===== src/rtl/row_size_calc.sv =====
module row_size_calc #(
  parameter int SLOTS     = 4,
  parameter int ABITS_W   = 4,
  parameter int UNIT_LOG2 = 23,
  parameter int SPAN      = 8
) (
  input  logic                                            clk,
  input  logic                                            rst_n,
  input  logic                                            start,
  input  logic [2*SLOTS-1:0]                              mem_type,
  input  logic [ABITS_W*SLOTS-1:0]                        row_addr_bits,
  input  logic [ABITS_W*SLOTS-1:0]                        col_addr_bits,
  input  logic [8*SLOTS-1:0]                              dev_banks,
  input  logic [2*SLOTS-1:0]                              side_cnt,
  output logic                                            row_valid,
  output logic [$clog2(2*SLOTS)-1:0]                      row_idx,
  output logic [SPAN-1:0]                                 row_size,
  output logic [$clog2(2*SLOTS*(2**(SPAN-1))+1)-1:0]      row_bound,
  output logic                                            row_err,
  output logic                                            done
);
  localparam int ROWS     = 2 * SLOTS;
  localparam int IDX_W    = $clog2(ROWS);
  localparam int BND_W    = $clog2(ROWS * (2 ** (SPAN - 1)) + 1);
  localparam int SUM_W    = ABITS_W + 2;
  localparam int MIN_BITS = UNIT_LOG2 - 3;
  localparam int MAX_BITS = MIN_BITS + SPAN - 1;
  localparam logic [IDX_W-1:0] LAST = IDX_W'(ROWS - 1);

  typedef enum logic [1:0] {T_NONE, T_EDO, T_SDRAM, T_RSVD} mtype_t;

  logic             busy;
  logic [IDX_W-1:0] cur_idx;
  logic [IDX_W-2:0] sl;
  logic             side;

  assign sl   = cur_idx[IDX_W-1:1];
  assign side = cur_idx[0];

  mtype_t           t;
  logic [ABITS_W-1:0] rb, cb;
  logic [7:0]       bk;
  logic [1:0]       sc, bb;
  logic [SUM_W-1:0] sum;
  logic             bank_ok, present, geo_ok, slot_bad, nxt_err;
  logic [SPAN-1:0]  nxt_size;

  always_comb begin
    t  = mtype_t'(mem_type[2*sl +: 2]);
    rb = row_addr_bits[ABITS_W*sl +: ABITS_W];
    cb = col_addr_bits[ABITS_W*sl +: ABITS_W];
    bk = dev_banks[8*sl +: 8];
    sc = side_cnt[2*sl +: 2];
    bb = 2'd0;
    bank_ok = 1'b1;
    if (t == T_SDRAM) begin
      case (bk)
        8'd1:    bb = 2'd0;
        8'd2:    bb = 2'd1;
        8'd4:    bb = 2'd2;
        default: bank_ok = 1'b0;
      endcase
    end
    sum      = SUM_W'(rb) + SUM_W'(cb) + SUM_W'(bb);
    slot_bad = (t == T_RSVD) || (t != T_NONE && sc == 2'd3);
    present  = (t == T_EDO || t == T_SDRAM) && sc != 2'd0 && sc != 2'd3 &&
               ({1'b0, side} < sc);
    geo_ok   = bank_ok && sum >= SUM_W'(MIN_BITS) && sum <= SUM_W'(MAX_BITS);
    nxt_err  = slot_bad || (present && !geo_ok);
    nxt_size = (present && geo_ok) ? (SPAN'(1) << (sum - SUM_W'(MIN_BITS))) : '0;
  end

  always_ff @(posedge clk or negedge rst_n) begin
    if (!rst_n) begin
      busy      <= 1'b0;
      cur_idx   <= '0;
      row_valid <= 1'b0;
      row_idx   <= '0;
      row_size  <= '0;
      row_bound <= '0;
      row_err   <= 1'b0;
      done      <= 1'b0;
    end else begin
      done      <= row_valid && row_idx == LAST;
      row_valid <= busy;
      if (busy) begin
        row_idx   <= cur_idx;
        row_size  <= nxt_size;
        row_err   <= nxt_err;
        row_bound <= row_bound + BND_W'(nxt_size);
        cur_idx   <= cur_idx + 1'b1;
        if (cur_idx == LAST) busy <= 1'b0;
      end else if (start) begin
        busy      <= 1'b1;
        cur_idx   <= '0;
        row_bound <= '0;
      end
    end
  end

  p_size_onehot_r3: assert property (@(posedge clk) disable iff (!rst_n)
    row_valid |-> $onehot0(row_size));

  p_err_empty_r8: assert property (@(posedge clk) disable iff (!rst_n)
    (row_valid && row_err) |-> row_size == '0);

  p_first_row_r2: assert property (@(posedge clk) disable iff (!rst_n)
    $rose(row_valid) |-> (row_idx == '0 && row_bound == BND_W'(row_size)));

  p_order_r2: assert property (@(posedge clk) disable iff (!rst_n)
    (row_valid && $past(row_valid)) |-> row_idx == $past(row_idx) + 1'b1);

  p_accum_r5: assert property (@(posedge clk) disable iff (!rst_n)
    (row_valid && $past(row_valid)) |-> row_bound == $past(row_bound) + BND_W'(row_size));

  p_no_overflow_r5: assert property (@(posedge clk) disable iff (!rst_n)
    (row_valid && $past(row_valid)) |-> row_bound >= $past(row_bound));

  p_done_idle_r9: assert property (@(posedge clk) disable iff (!rst_n)
    done |-> !row_valid);

  p_done_single_r9: assert property (@(posedge clk) disable iff (!rst_n)
    done |=> !done);
endmodule


===== config.mk =====
export PLATFORM = sky130hd
export DESIGN_NAME = row_size_calc
export DESIGN_NICKNAME = d
export VERILOG_FILES = /design/src/rtl/row_size_calc.sv
export SDC_FILE = /design/constraint.sdc
export NUM_CORES = 1
export LEC_CHECK = 0
export BUFFER_PORTS_ARGS = -buffer_cell sky130_fd_sc_hd__clkbuf_2
export CAP_MARGIN = 25
export CORE_MARGIN = 4
export CORE_UTILIZATION = 35
export DETAILED_ROUTE_END_ITERATION = 8
export GPL_ROUTABILITY_DRIVEN = 0
export HOLD_SLACK_MARGIN = 0.08
export PLACE_DENSITY = 0.58
export SLEW_MARGIN = 25
export SYNTH_ARGS = -nofsm -noshare
export SYNTH_HDL_FRONTEND = slang
export SYNTH_SLANG_ARGS = --single-unit

===== constraint.sdc =====
create_clock -name clk -period 16.2 [get_ports clk]
set_input_delay 0.81 -clock clk [delete_from_list [all_inputs] [get_ports clk]]
set_output_delay 0.81 -clock clk [all_outputs]
set_load 0.02 [all_outputs]

==> impl_metrics.ini, run 1 <==
[run_status]
run_status = finished, final reports clean

[routing]
drc_errors = 0
final_antenna_net_count = 0
vias = 2168
drt_iter0_markers = 49
viasPerCell = 5.20
dr_wl_met2_mm = 3.03
top_layer = met4
drt_wl_total_mm = 6.21
dr_wl_met3_um = 290
drt-pass1-iter-count = 4
m1WireLength_mm = 2.82
wl_per_cell_um = 14.9

[floorplan]
core_um2 = 6490
ios = 108
fp.dieH_um = 90.9
die-area_um2 = 8260
start_util_pct = 37.0
chipWidth_um = 90.9
rows = 29

[sta]
fin_skew_ns = 0.00325
fin_crit_sh_pct = 39.2
fin_tns_setup_ns = 0
rsz0062_at_grt = false
fmax_mhz = 157
worst_pin_slew_ns = 0.904
period_minus_slack_ns = 6.36
layout_setup_ws_ns = 9.84
slew_viol_final = 0
max_slew_margin_pct = 39.7
finalSetupViolations = 0
final_hold_viol_count = 0
whs_ns = 0.501

[global_route]
antenna_found_initial = 0
grt_pass1_wl_mm = 10.4
track_usage_pct = 15.6
grt_pass1_vias = 2219
grt_overflow = 0
grt_start_max_net_pins = 30

[critical_path]
end_kind = register
critPathMaxFanout = 22
crit_path_start_kind = register
crit_arrival_ns = 6.52
crit_type = register to register
worstPathRequired_ns = 16.36

[synthesis]
ys_seq_elements = 29
avgSynthCellArea_um2 = 10.3
synth_cell_types = 50
synth_cells = 234
synth_warnings = 0
synth-main-ff-cell = dfrtp_1
syn-num-nets = 341
async_flop_share_pct = 100
syn_area_um2 = 2400
ys_seq_area_share_pct = 30.2
synth_edf_count = 0

[finish]
syn_to_final_growth_pct = 28.1
drive_above_1_share_pct = 41.8
layout_commonest_cell = clkbuf_2
stdcell_count = 417
postLayoutCellArea_um2 = 3080
postLayoutCoreUtil_pct = 47.4
most-common-layout-cells = clkbuf_2 (107), dfrtp_1 (28), nand2_1 (21)
fin_nets = 446
antennaDiodeCount = 0

[cts]
cts_tree = yes
clock_latency_ns = 0.29
postCtsHoldBufs = 0
cts.path.max_buffers = 2
path_clk_slew_ns = 0.07
post_cts_resized = 0
clock_sinks = 29
cts_setup_buffers = 0
htree_num_levels = 2
cts_made_buffers = 5
cts_root_buf = clkbuf_8

[power_and_ir_drop]
ir_drop_mv = 0.0847
clkPwrFrac_pct = 11.4
power_mw = 0.520
netSwitchingPower_mw = 0.251
intPower_mw = 0.268
pwr-share-seq_pct = 24.5
switching_share_pct = 48.4
p_leak_nw = 1.59
p_comb_share_pct = 64.2
power_density_nw_per_um2 = 169

[placement]
pre_cts_slack_ns = 9.50
dp.cells = 409
placedInstanceArea_um2 = 2990
portBuffers = 107
dp_hpwl_mm = 5.09

[hold_path]
hp-class = register to register

[job]
drv_cap = 0
[synthesized netlist by cell type (all sizes together), types with 5 or more instances]
library cell / n / area share (%)
nor2: 15 / 2.3
o21ai: 14 / 3.1
clkbuf: 5 / 0.78
nand2: 21 / 3.3
mux2: 9 / 4.2
inv: 19 / 3.0
xor2: 5 / 1.8
dfrtp: 29 / 30
mux4: 15 / 14
nor3: 7 / 1.9
and3: 5 / 1.3
a21oi: 8 / 1.7
ha: 20 / 10
a21o: 5 / 1.6
[cells by family after synthesis]
logic type	synth area share (%)
adders and majority gates	13.7
and+or+nand+nor	15.0
AOI/OAI and AO/OA	14.8
buffers and inverters	4.73
DFF	30.2
muxes	18.6
xor gates and xnor gates	2.91
[path summary, 6_finish.rpt]
path / start / to / slack, ns / cells after the start
worst min register to register: row_size[4] / row_size[4] / 0.50 / 2
max in group asynchronous: rst_n / cur_idx[1] / 15.12 / 1
worst min-delay path: row_size[4] / row_size[4] / 0.50 / 2
worst max-delay path: cur_idx[2] / row_bound[10] / 9.84 / 25
worst max register to register: cur_idx[2] / row_bound[10] / 9.84 / 25
min in group asynchronous: rst_n / row_size[1] / 0.56 / 1
[metal layers]
layer,up-vias,global-route usage (%)
li1,1094,-
met1,1013,20.4
met2,55,25.3
met3,6,4.50
met4,0,4.15
met5,-,0
[layout make-up]
class | instances | area, um2
Sequential cell | 29 | 727
Multi-Input combinational cell | 177 | 1570
Inverter | 19 | 71.3
Clock inverter | 3 | 17.5
Tap cell | 77 | 96.3
Timing Repair Buffer | 107 | 536
Fill cell | 624 | 3410
Clock buffer | 5 | 68.8
[critical path: stages (launching register included)]
cell and delay [ns]:
dfrtp_1 0.87, mux4_2 0.45, ha_1 0.23, inv_1 0.08, nor2_1 0.05, and4b_1 0.20, fa_1 0.48, ha_1 0.18
inv_1 0.06, fa_1 0.41, xor2_1 0.29, inv_1 0.11, ha_1 0.19, nand3b_1 0.08, a22oi_1 0.09, o211ai_1 0.17
nor3_4 0.10, and4_1 0.25, ha_1 0.21, fa_1 0.40, a21o_1 0.19, a21oi_1 0.20, o21ai_0 0.15, o41ai_1 0.50
or4_1 0.19, nand3_1 0.08
[sequential cells by signal, indices dropped and copies added, names as in the netlist]
name and flops:
done 1, cur_idx 3, row_idx 3, row_err 1
busy 1, row_valid 1, row_size 8, row_bound 11
[power by group through the flow]
| stage | logic, mW | clock network (mW) | registers [mW] |
|---|---|---|---|
| 5_1_grt | 0.376 | 0.0650 | 0.133 |
| 3_3_place_gp | 0.326 | 0 | 0.129 |
| 2_1_floorplan | 0.267 | 0 | 0.117 |
| 3_5_place_dp | 0.331 | 0 | 0.129 |
| 4_1_cts | 0.333 | 0.0609 | 0.128 |
| 6_report | 0.333 | 0.0590 | 0.127 |
Power figures use the tool's default switching activity.
==> run 2: changes to the inputs <==
==> constraint.sdc (replaced) <==
create_clock -name clk -period 6.2 [get_ports clk]
set_input_delay 0.31 -clock clk [delete_from_list [all_inputs] [get_ports clk]]
set_output_delay 0.31 -clock clk [all_outputs]
set_load 0.02 [all_outputs]
==> impl_metrics.ini, run 2 (same netlist as run 1, synthesis figures left out) <==
[routing]
drt-pass1-iter-count = 4
m1WireLength_mm = 2.69
dr_wl_met3_um = 256
vias = 2219
top_layer = met4
dr_wl_met2_mm = 3.22
wl_per_cell_um = 14.8
drt_iter0_markers = 88
drt_wl_total_mm = 6.23
final_antenna_net_count = 0
viasPerCell = 5.27
drc_errors = 0

[floorplan]
rows = 29
fp.dieH_um = 90.9
start_util_pct = 37.0
core_um2 = 6490
die-area_um2 = 8260
ios = 108
chipWidth_um = 90.9

[sta]
max_slew_margin_pct = 39.4
period_minus_slack_ns = 5.78
fmax_mhz = 173
worst_pin_slew_ns = 0.909
fin_tns_setup_ns = 0
slew_viol_final = 0
rsz0062_at_grt = false
fin_crit_sh_pct = 93.2
fin_skew_ns = 0.00918
final_hold_viol_count = 0
finalSetupViolations = 0

[finish]
drive_above_1_share_pct = 43.6
antennaDiodeCount = 0
largestRegisters = row_bound x11, row_size x8
syn_to_final_growth_pct = 30.5
largest_reg_flops = 11
postLayoutCellArea_um2 = 3140
most-common-layout-cells = clkbuf_2 (107), dfrtp_1 (27), nand2_1 (21)
fin_nets = 450
regMostFlops = row_bound
layout_commonest_cell = clkbuf_2

[global_route]
grt_pass1_vias = 2305
antenna_found_initial = 0
grt_start_max_net_pins = 30
grt_overflow = 0
track_usage_pct = 15.6
grt_pass1_wl_mm = 10.7

[cts]
cts_tree = yes
htree_num_levels = 2
clock_latency_ns = 0.28
path_clk_slew_ns = 0.07
cts.path.max_buffers = 2
cts_root_buf = clkbuf_8
cts_made_buffers = 5
postCtsHoldBufs = 0
clock_sinks = 29

[critical_path]
crit_type = register to register
crit_arrival_ns = 6.00
end_kind = register
crit_path_start_kind = register
critPathMaxFanout = 14
worstPathRequired_ns = 6.42

[job]
drv_cap = 0

[run_status]
run_status = finished, final reports clean

[placement]
dp_hpwl_mm = 5.14
portBuffers = 107
placedInstanceArea_um2 = 3020

[hold_path]
hp-class = primary input to async pin

[power_and_ir_drop]
ir_drop_mv = 0.247
p_leak_nw = 1.63
power_density_nw_per_um2 = 450
run 2: stage by stage:
| step | hold WS [ns] | worst slack [ns] | std cells | utilization, % | power (mW) |
|---|---|---|---|---|---|
| global route | 0.159 | 0.0308 | 421 | 48.3 | 1.56 |
| finish | 0.0825 | 0.421 | 421 | 48.3 | 1.41 |
| detailed placement | 0.411 | 0.148 | 412 | 46.4 | 1.22 |
| floorplan | 0.0144 | 0.0820 | 234 | - | 1.00 |
| global placement | 0.406 | 0.283 | 412 | 46.4 | 1.20 |
| CTS | 0.114 | 0.117 | 420 | 48.0 | 1.40 |
run 2: power breakdown:
part,switching (mW),internal (mW)
clock network,0.0706,0.100
logic,0.519,0.421
registers,0.0658,0.235
total,0.656,0.756
run 2: critical path: stages, from the launching register on:
cell      delay [ns]
dfrtp_2         0.50
nor4b_1         0.18
a221oi_1        0.51
nor2_1          0.11
and4b_1         0.24
fa_1            0.48
ha_1            0.19
inv_1           0.06
fa_2            0.63
inv_1           0.12
ha_1            0.21
a22oi_1         0.22
o211ai_1        0.18
nor3_4          0.32
and4_1          0.26
ha_1            0.20
fa_1            0.22
a21o_1          0.12
a21oi_1         0.08
o21ai_1         0.22
o41ai_2         0.12
or4_1           0.47
nand3_1         0.09
run 2: per-layer routing:
metal  vias up  GRT usage (%)
met1      1061           19.6
met4         0           4.02
met2        51           27.5
met5         -              0
li1       1101              -
met3         6           3.08
run 2: layout make-up:
cell class,count,area (um2)
fill,636,3360
multi-input combinational,177,1570
sequential,29,728
timing repair buffer,111,569
clock buffer,7,96.3
tap,77,96.3
inverter,19,71.3
clock inverter,1,5.00
run 2: worst paths after layout:
kind	startpoint	to	slack (ns)	cells after the start
worst max register to register	cur_idx[2]	row_bound[10]	0.42	22
max in group asynchronous	rst_n	cur_idx[1]	5.60	1
worst min-delay path	rst_n	row_size[3]	0.08	1
min in group clk	start	cur_idx[1]	0.27	2
worst max-delay path	cur_idx[2]	row_bound[10]	0.42	22
worst min register to register	row_size[4]	row_size[4]	0.50	2
run 2: repair_timing:
action                     in CTS  in global routing
setup endpoints to repair       0                  5
gates resized for setup         0                  8
setup buffers                   0                  1
==> run 3: changes to the inputs <==
--- a/config.mk
+++ b/config.mk
@@ -12,7 +12,7 @@
 export DETAILED_ROUTE_END_ITERATION = 8
 export GPL_ROUTABILITY_DRIVEN = 0
 export HOLD_SLACK_MARGIN = 0.08
-export PLACE_DENSITY = 0.58
+export PLACE_DENSITY = 0.61
 export SLEW_MARGIN = 25
 export SYNTH_ARGS = -nofsm -noshare
 export SYNTH_HDL_FRONTEND = slang
==> constraint.sdc (replaced) <==
create_clock -name clk -period 4.87 [get_ports clk]
set_input_delay 0.2435 -clock clk [delete_from_list [all_inputs] [get_ports clk]]
set_output_delay 0.2435 -clock clk [all_outputs]
set_load 0.02 [all_outputs]
==> impl_metrics.ini, run 3 (same netlist as run 1, synthesis figures left out) <==
[run_status]
run_status = finished, violations left
failed_checks = negative setup slack

[finish]
regMostFlops = row_bound
fillers = 564
fin_nets = 500
layout_commonest_cell = clkbuf_2
drive_above_1_share_pct = 60.4
syn_to_final_growth_pct = 57.2
largestRegisters = row_bound x11, row_size x8
antennaDiodeCount = 0
largest_reg_flops = 11
most-common-layout-cells = clkbuf_2 (107), buf_4 (49), dfrtp_1 (28)

[floorplan]
core_um2 = 6490
ios = 108
rows = 29
chipWidth_um = 90.9
die-area_um2 = 8260
start_util_pct = 37.0
fp.dieH_um = 90.9

[critical_path]
reg2reg_slack_ns = -0.34
end_kind = register
crit_type = register to register
crit_path_start_kind = register
critPathMaxStageDelay_ns = 0.55
cp_num_buf_inv = 5
critPathMaxFanout = 4
crit_start = cur_idx[1]
worstPathRequired_ns = 5.02
crit_arrival_ns = 5.37
cp_top_family = adder cells
cp_slowest_cell = mux4_2
r2r_start = cur_idx[1]

[job]
drv_cap = 0

[global_route]
grt_start_max_net_pins = 30
grt_overflow = 0
grt_pass1_vias = 2536
grt_pass1_wl_mm = 11.7
antenna_found_initial = 0
track_usage_pct = 17.1

[routing]
final_antenna_net_count = 0
drt-pass1-iter-count = 4
drt_iter0_markers = 87
drt_wl_total_mm = 7.00
drc_errors = 0
wl_per_cell_um = 14.9
vias = 2424
viasPerCell = 5.15

[sta]
max_slew_margin_pct = 40.1
fmax_mhz = 192
worst_pin_slew_ns = 0.898
fin_crit_sh_pct = 107
finalSetupViolations = 8
final_hold_viol_count = 0
layout_setup_ws_ns = -0.343
rsz0062_at_grt = true
fin_skew_ns = 0.00798
slew_viol_final = 0
period_minus_slack_ns = 5.21

[cts]
path_clk_slew_ns = 0.07
cts_root_buf = clkbuf_8
cts.path.max_buffers = 2
clock_latency_ns = 0.29
clock_sinks = 29
cts_tree = yes
htree_num_levels = 2
cts_made_buffers = 5

[power_and_ir_drop]
p_comb_share_pct = 76.5
power_mw = 2.45
switching_share_pct = 43.9
ir_drop_mv = 0.290
pwr-share-seq_pct = 15.7
power_density_nw_per_um2 = 647
clkPwrFrac_pct = 7.8
p_leak_nw = 1.87
intPower_mw = 1.37
netSwitchingPower_mw = 1.07

[placement]
portBuffers = 107
dp_hpwl_mm = 5.42
pre_cts_slack_ns = -0.567

[hold_path]
hp-class = primary input to register
hp-start = start
## run 3: worst reg2reg max path: stages, from the launching register on
cell,delay (ns)
dfrtp_2,0.41
mux4_2,0.55
ha_4,0.18
inv_2,0.05
nor2_2,0.03
and4b_1,0.19
fa_1,0.51
ha_2,0.18
inv_2,0.04
fa_2,0.39
xor2_4,0.18
inv_2,0.09
ha_4,0.12
nand3b_1,0.08
a22oi_2,0.14
o211ai_1,0.15
nor3_4,0.27
buf_6,0.14
and3_4,0.20
ha_4,0.20
a21o_1,0.16
a21oi_2,0.20
buf_4,0.15
o21bai_1,0.06
a21oi_1,0.17
xor2_1,0.16
o21ai_1,0.08
## run 3: final cells by class
cell class / count / area, um2 / share of cell area, %
inverters: 19 / 71.3 / 1.89
repair buffers: 161 / 958 / 25.4
clock buffers: 6 / 72.6 / 1.92
flip-flops and latches: 29 / 727 / 19.2
clock inverters: 2 / 10.0 / 0.265
multi-input cells: 177 / 1840 / 48.8
well taps: 77 / 96.3 / 2.55
## run 3: layer usage
layer | global-route usage (%) | vias up | wire [um]
li1 | - | 1199 | -
met1 | 20.8 | 1166 | 2940
met2 | 30.8 | 55 | 3750
met3 | 2.83 | 4 | 261
met4 | 5.03 | 0 | 54
met5 | 0 | - | 0
## run 3: power groups by stage
| stage | clock network [mW] | logic (mW) | registers, mW |
|---|---|---|---|
| global route | 0.209 | 2.07 | 0.396 |
| finish | 0.191 | 1.87 | 0.385 |
| global placement | 0 | 1.60 | 0.381 |
| floorplan | 0 | 1.02 | 0.388 |
| detailed placement | 0 | 1.62 | 0.384 |
| CTS | 0.198 | 1.80 | 0.382 |
## run 3: timing repair
item / CTS / global route
endpoints found under the hold margin: 29 / 0
setup buffers: 9 / 3
gates resized for setup: 24 / 19
endpoints found under the setup margin: 9 / 10
hold buffers: 1 / 0
pin swaps: 20 / 11
## run 3: per-stage QoR
| step | setup TNS [ns] | cell area (um2) | util [%] | hold slack [ns] | instances |
|---|---|---|---|---|---|
| floorplan | -1.69 | 2490 | - | -0.0521 | 234 |
| global placement | -1.84 | 3400 | 52.3 | 0.329 | 453 |
| detailed placement | -3.31 | 3400 | 52.3 | 0.331 | 453 |
| CTS | -2.46 | 3700 | 57.0 | 0.210 | 471 |
| global route | -4.42 | 3780 | 58.2 | 0.212 | 471 |
| finish | -1.93 | 3780 | 58.2 | 0.209 | 471 |
## run 3: final timing paths
kind / to / cells after the start
max: row_bound[5] / 26
max in group asynchronous: cur_idx[1] / 2
max reg2reg: row_bound[5] / 26
min reg2reg: row_size[3] / 1
min in group asynchronous: row_bound[3] / 2
min: cur_idx[1] / 2
